### src/rtl/tick_timer_pkg.sv
package tick_timer_pkg;
  typedef enum logic [1:0] {
    SRC_CORE     = 2'd0,
    SRC_DIV      = 2'd1,
    SRC_EXT      = 2'd2,
    SRC_CORE_ALT = 2'd3
  } tick_src_e;

  localparam logic [1:0] ADDR_CTRL   = 2'd0;
  localparam logic [1:0] ADDR_RELOAD = 2'd1;
  localparam logic [1:0] ADDR_CUR    = 2'd2;
  localparam int         FLAG_BIT    = 16;
endpackage

### src/rtl/tick_src.sv
module tick_src
  import tick_timer_pkg::*;
#(
  parameter int DIV_RATIO = 8
) (
  input  logic      clk,
  input  logic      rst_n,
  input  logic      ext_ref,
  input  tick_src_e src,
  input  logic      run,
  output logic      tick_en
);
  localparam int PS_W = (DIV_RATIO > 2) ? $clog2(DIV_RATIO) : 1;
  localparam logic [PS_W-1:0] PS_LAST = PS_W'(DIV_RATIO - 1);

  logic [PS_W-1:0] ps_q;
  logic            sync1_q, sync2_q, prev_q;
  logic            ext_edge;
  logic            div_stb;
  logic            src_tick;

  // Prescaler: runs freely from reset, whether or not the timer is enabled.
  always_ff @(posedge clk or negedge rst_n) begin
    if (!rst_n) ps_q <= '0;
    else if (ps_q == PS_LAST) ps_q <= '0;
    else ps_q <= ps_q + PS_W'(1);
  end
  assign div_stb = (ps_q == PS_LAST);

  // External reference: two-flop synchroniser, then a delay flop for edge detection.
  always_ff @(posedge clk or negedge rst_n) begin
    if (!rst_n) begin
      sync1_q <= 1'b0;
      sync2_q <= 1'b0;
      prev_q  <= 1'b0;
    end else begin
      sync1_q <= ext_ref;
      sync2_q <= sync1_q;
      prev_q  <= sync2_q;
    end
  end
  assign ext_edge = sync2_q & ~prev_q;

  always_comb begin
    case (src)
      SRC_DIV: src_tick = div_stb;
      SRC_EXT: src_tick = ext_edge;
      default: src_tick = 1'b1;
    endcase
  end
  assign tick_en = run & src_tick;


  ext_edge_single_chk: assert property (@(posedge clk) disable iff (!rst_n)
    ext_edge |=> !ext_edge);

  div_stb_single_chk: assert property (@(posedge clk) disable iff (!rst_n)
    div_stb |=> !div_stb);
endmodule

### src/rtl/tick_count.sv
module tick_count #(
  parameter int CNT_W = 24
) (
  input  logic             clk,
  input  logic             rst_n,
  input  logic             tick_en,
  input  logic             cur_wr,
  input  logic             flag_rd,
  input  logic             irq_en,
  input  logic [CNT_W-1:0] reload,
  output logic [CNT_W-1:0] count,
  output logic             flag,
  output logic             irq
);
  // Next value for one count step: reload from zero, otherwise decrement.
  function automatic logic [CNT_W-1:0] step_val(input logic [CNT_W-1:0] cur,
                                                input logic [CNT_W-1:0] rl);
    return (cur == '0) ? rl : cur - CNT_W'(1);
  endfunction

  logic zero_evt;
  assign zero_evt = tick_en & ~cur_wr & (count == CNT_W'(1));

  always_ff @(posedge clk or negedge rst_n) begin
    if (!rst_n) begin
      count <= '0;
      flag  <= 1'b0;
      irq   <= 1'b0;
    end else begin
      if (cur_wr)       count <= '0;
      else if (tick_en) count <= step_val(count, reload);
      if (zero_evt)                flag <= 1'b1;
      else if (cur_wr || flag_rd)  flag <= 1'b0;
      irq <= zero_evt & irq_en;
    end
  end


  hold_when_idle_chk: assert property (@(posedge clk) disable iff (!rst_n)
    (!tick_en && !cur_wr) |=> $stable(count));

  irq_at_zero_chk: assert property (@(posedge clk) disable iff (!rst_n)
    irq |-> (count == '0));

  flag_rise_at_zero_chk: assert property (@(posedge clk) disable iff (!rst_n)
    $rose(flag) |-> (count == '0));

  cur_write_clear_chk: assert property (@(posedge clk) disable iff (!rst_n)
    cur_wr |=> (count == '0) && !flag);

  zero_reload_halt_chk: assert property (@(posedge clk) disable iff (!rst_n)
    ((count == '0) && (reload == '0)) |=> (count == '0) && !irq);
endmodule

### src/rtl/tick_regs.sv
module tick_regs
  import tick_timer_pkg::*;
#(
  parameter int CNT_W  = 24,
  parameter int DATA_W = 32
) (
  input  logic              clk,
  input  logic              rst_n,
  input  logic              bus_sel,
  input  logic              bus_wr,
  input  logic [1:0]        bus_addr,
  input  logic [DATA_W-1:0] bus_wdata,
  input  logic              flag,
  input  logic [CNT_W-1:0]  count,
  output logic [DATA_W-1:0] bus_rdata,
  output logic              run,
  output logic              irq_en,
  output tick_src_e         src,
  output logic [CNT_W-1:0]  reload,
  output logic              cur_wr,
  output logic              flag_rd
);
  logic ctrl_wr, reload_wr;

  assign ctrl_wr   = bus_sel &  bus_wr & (bus_addr == ADDR_CTRL);
  assign reload_wr = bus_sel &  bus_wr & (bus_addr == ADDR_RELOAD);
  assign cur_wr    = bus_sel &  bus_wr & (bus_addr == ADDR_CUR);
  assign flag_rd   = bus_sel & ~bus_wr & (bus_addr == ADDR_CTRL);

  always_ff @(posedge clk or negedge rst_n) begin
    if (!rst_n) begin
      run    <= 1'b0;
      irq_en <= 1'b0;
      src    <= SRC_CORE;
      reload <= '0;
    end else begin
      if (ctrl_wr) begin
        run    <= bus_wdata[0];
        irq_en <= bus_wdata[1];
        src    <= tick_src_e'(bus_wdata[3:2]);
      end
      if (reload_wr) reload <= bus_wdata[CNT_W-1:0];
    end
  end

  always_comb begin
    bus_rdata = '0;
    case (bus_addr)
      ADDR_CTRL: begin
        bus_rdata[0]        = run;
        bus_rdata[1]        = irq_en;
        bus_rdata[3:2]      = src;
        bus_rdata[FLAG_BIT] = flag;
      end
      ADDR_RELOAD: bus_rdata[CNT_W-1:0] = reload;
      ADDR_CUR:    bus_rdata[CNT_W-1:0] = count;
      default:     bus_rdata = '0;
    endcase
  end


  one_access_kind_chk: assert property (@(posedge clk) disable iff (!rst_n)
    $countones({ctrl_wr, reload_wr, cur_wr, flag_rd}) <= 1);
endmodule

### src/rtl/tick_timer.sv
module tick_timer
  import tick_timer_pkg::*;
#(
  parameter int CNT_W     = 24,
  parameter int DATA_W    = 32,
  parameter int DIV_RATIO = 8
) (
  input  logic              clk,
  input  logic              rst_n,
  input  logic              ext_ref,
  input  logic              bus_sel,
  input  logic              bus_wr,
  input  logic [1:0]        bus_addr,
  input  logic [DATA_W-1:0] bus_wdata,
  output logic [DATA_W-1:0] bus_rdata,
  output logic              irq
);
  logic             run, irq_en, cur_wr, flag_rd, tick_en, flag;
  tick_src_e        src;
  logic [CNT_W-1:0] reload, count;

  tick_regs #(.CNT_W(CNT_W), .DATA_W(DATA_W)) u_regs (
    .clk(clk), .rst_n(rst_n), .bus_sel(bus_sel), .bus_wr(bus_wr),
    .bus_addr(bus_addr), .bus_wdata(bus_wdata), .flag(flag), .count(count),
    .bus_rdata(bus_rdata), .run(run), .irq_en(irq_en), .src(src),
    .reload(reload), .cur_wr(cur_wr), .flag_rd(flag_rd)
  );

  tick_src #(.DIV_RATIO(DIV_RATIO)) u_src (
    .clk(clk), .rst_n(rst_n), .ext_ref(ext_ref), .src(src), .run(run),
    .tick_en(tick_en)
  );

  tick_count #(.CNT_W(CNT_W)) u_count (
    .clk(clk), .rst_n(rst_n), .tick_en(tick_en), .cur_wr(cur_wr),
    .flag_rd(flag_rd), .irq_en(irq_en), .reload(reload), .count(count),
    .flag(flag), .irq(irq)
  );
endmodule

### config.mk
export PLATFORM = sky130hd
export DESIGN_NAME = tick_timer
export DESIGN_NICKNAME = d
export VERILOG_FILES = /design/src/rtl/tick_timer_pkg.sv /design/src/rtl/tick_src.sv /design/src/rtl/tick_count.sv /design/src/rtl/tick_regs.sv /design/src/rtl/tick_timer.sv
export SDC_FILE = /design/constraint.sdc
export NUM_CORES = 1
export LEC_CHECK = 0
export ABC_AREA = 1
export BUFFER_PORTS_ARGS = -buffer_cell sky130_fd_sc_hd__clkbuf_2
export CORE_ASPECT_RATIO = 1.5
export CORE_UTILIZATION = 46
export CTS_CLUSTER_DIAMETER = 40
export DETAILED_ROUTE_END_ITERATION = 16
export PLACE_DENSITY = 0.72
export RECOVER_POWER = 100
export SETUP_SLACK_MARGIN = 0.1
export SLEW_MARGIN = 10
export SYNTH_ARGS = -nofsm -noshare
export SYNTH_HDL_FRONTEND = slang
export SYNTH_SLANG_ARGS = --single-unit
### constraint.sdc
create_clock -name clk -period 4.3 [get_ports clk]
set_clock_uncertainty 0.2 [all_clocks]
set_input_delay 0 -clock clk [delete_from_list [all_inputs] [get_ports clk]]
set_output_delay 0 -clock clk [all_outputs]
set_load 0.05 [all_outputs]
==> out/qor.yml <==
synth_area_leader_cell: "dfrtp_1"
htree_levels: 3
slew_violations: 61
fin_nets: 686
io_buffers: 55
routed_wl_um: 9500
final_common_cell: "nand2_1"
cp-end-kind: "flip-flop"
synthCells: 556
layout_setup_ws_ps: 1210
first_pass_iters: 4
critPathBufInv: 4
clock_sinks: 60
yosysSeqAreaShare_pct: 38.2
cts_tree: "yes"
place_inst: 703
dpl.hpwl_um: 6420
layout-drive-gt1-share_pct: 11.7
clock_path_buffers: 2
synth_top_area_share_pct: 38.2
fin_crit_ps: 3090
dieArea_um2: 8930
cts_root_buffer: "clkbuf_16"
violations: "capacitance limit, slew limit"
start_kind: "input pin"
vias: 3736
fin_area_um2: 4830
required_ps: 4320
cts.reportedPaths.clkPinSlew_ps: 50
grt_overflow: 0
n_antenna_cell: 0
dpl_cell_area_um2: 4250
outcome: "finished with violations"
crit_type: "input pin to flip-flop"
setup_viol_count_final: 0
start_util_pct: 47.0
antenna_found_initial: 0
hold_class: "input pin to flip-flop"
finalNonFillerCells: 748
synthDistinctLibCells: 32
grt_pass1_wl_um: 16000
slowest_stage: "clkbuf_1"
syn_to_final_growth_pct: 22.9
fp.dieW_um: 77.5
slew_headroom_pct: -0.768
clock.fmax_mhz: 324
cp_cell_sequence: "clkbuf_1, inv_1, ha_1, clkbuf_1, nand3_1, clkbuf_1, mux2_2"
ant_nets: 0
drt_iter0_markers: 201
max_cap_viol_count: 1
power_leakage_uw: 0.00250
crit_path_frequent_cell: "clkbuf_1"
worstPathArrival_ps: 3100
tns_ps: 0
yosysWarnings: 0
core_area_um2: 8360
drcViolationCount: 0
netlist_area_um2: 3930
viasPerCell: 4.99
vdd_drop_max_uv: 346
cts_hold_buf: 29
tightest_slew_ps: 1510
layout_common_cells: "nand2_1 (191), dfrtp_1 (60), inv_1 (59), nor2_1 (52), nand3_1 (50)"
grt_max_degree: 61
hold_viol_final: 0
wl_per_cell_um: 12.7
gp_congestion: 0.917
grt_usage_pct: 22.9
crit_family: "buffers and inverters"
pre_cts_slack_ps: 1940
cts_setup_buffers: 0
slowest_delay_ps: 940
crit_fanout: 33
syn_area_per_cell_um2: 7.08
rsz0062_at_grt: "false"
fin_crit_sh_pct: 71.8
cts_resized: 0
row_count: 41
num_io_pins: 72
cts_buffers: 9
die_h_um: 115
p_per_area_nw_per_um2: 654
yosys-top-cells-area: "dfrtp_1 (38%), nand2_1 (18%), nand3_1 (6.4%), inv_1 (5.6%), nor2_1 (5.0%)"
grt_pass1_vias: 3590
clkLatencyLatePin_ps: 330
ys_ff_latch: 60
routing by layer:
| metal | track usage, % | vias up | part of all wire [%] |
|---|---|---|---|
| li1 | - | 1892 | - |
| met1 | 24.2 | 1734 | 39 |
| met2 | 43.9 | 99 | 55 |
| met3 | 4.44 | 11 | 4.7 |
| met4 | 9.56 | 0 | 1.5 |
| met5 | 0 | - | 0 |
cell usage after synthesis, drive strengths merged:
cell type    n
nand3       52
nand2      196
ha          11
o211ai       1
o21ai       16
clkinv       1
inv         61
and2         1
nand3b       3
xnor2        2
mux2         4
nor2        68
nand4       11
clkbuf      12
buf         14
a21oi       37
conb         1
xor2         5
dfrtp       60
power by group:
group | leakage (uW) | switching (uW) | internal, uW | total, uW
combinational | 0.00160 | 976 | 477 | 1450
sequential | 0.000740 | 183 | 704 | 887
clock | 0.000155 | 259 | 565 | 824
path summary, 6_finish.rpt:
| kind | from | slack [ps] | endpoint | cells after the start |
|---|---|---|---|---|
| min in group asynchronous | rst_n | 440 | u_regs.reload[12]$_DFFE_PN0P_ | 3 |
| max in group asynchronous | rst_n | 2530 | u_regs.reload[23]$_DFFE_PN0P_ | 3 |
| max reg2reg | u_src.ps_q[0]$_DFF_PN0_ | 1950 | u_count.irq$_DFF_PN0_ | 8 |
| min reg2reg | u_src.sync1_q$_DFF_PN0_ | 160 | u_src.sync2_q$_DFF_PN0_ | 0 |
| min | ext_ref | 110 | u_src.sync1_q$_DFF_PN0_ | 2 |
| max | bus_addr[1] | 1210 | u_regs.reload[4]$_DFFE_PN0P_ | 7 |
flip-flops by register name, indices dropped and copies added (netlist names), 2 cells and up:
signal,count
u_regs.src,2
u_src.ps_q,3
u_regs.reload,24
u_count.count,24
metrics by stage:
stage          power, uW  hold WS [ps]  utilization [%]
5_1_grt             3410           118             57.8
3_3_place_gp        2290         -91.2             50.8
6_report            3160           114             57.8
2_1_floorplan       2040          -496                -
3_5_place_dp        2330         -84.3             50.8
4_1_cts             3190           108             58.3
cell type report:
cell class	count	area (um^2)
Multi-Input combinational cell	415	2070
Clock inverter	6	113
Clock buffer	10	229
Tap cell	107	134
Timing Repair Buffer	88	552
Sequential cell	60	1500
Inverter	62	233
Fill cell	800	3530
kinds of logic (layout without fill, tap and decap cells):
logic type,after synthesis,after routing,share of synthesized area (%)
buf+inv,88,166,9.80
fa+ha+maj,11,11,3.50
mux,4,4,1.14
other cells,1,8,0.0953
compound gates,54,54,6.93
xor+xnor,7,7,1.56
simple gates,331,331,38.8
flops,60,60,38.2
Power figures use the tool's default switching activity.
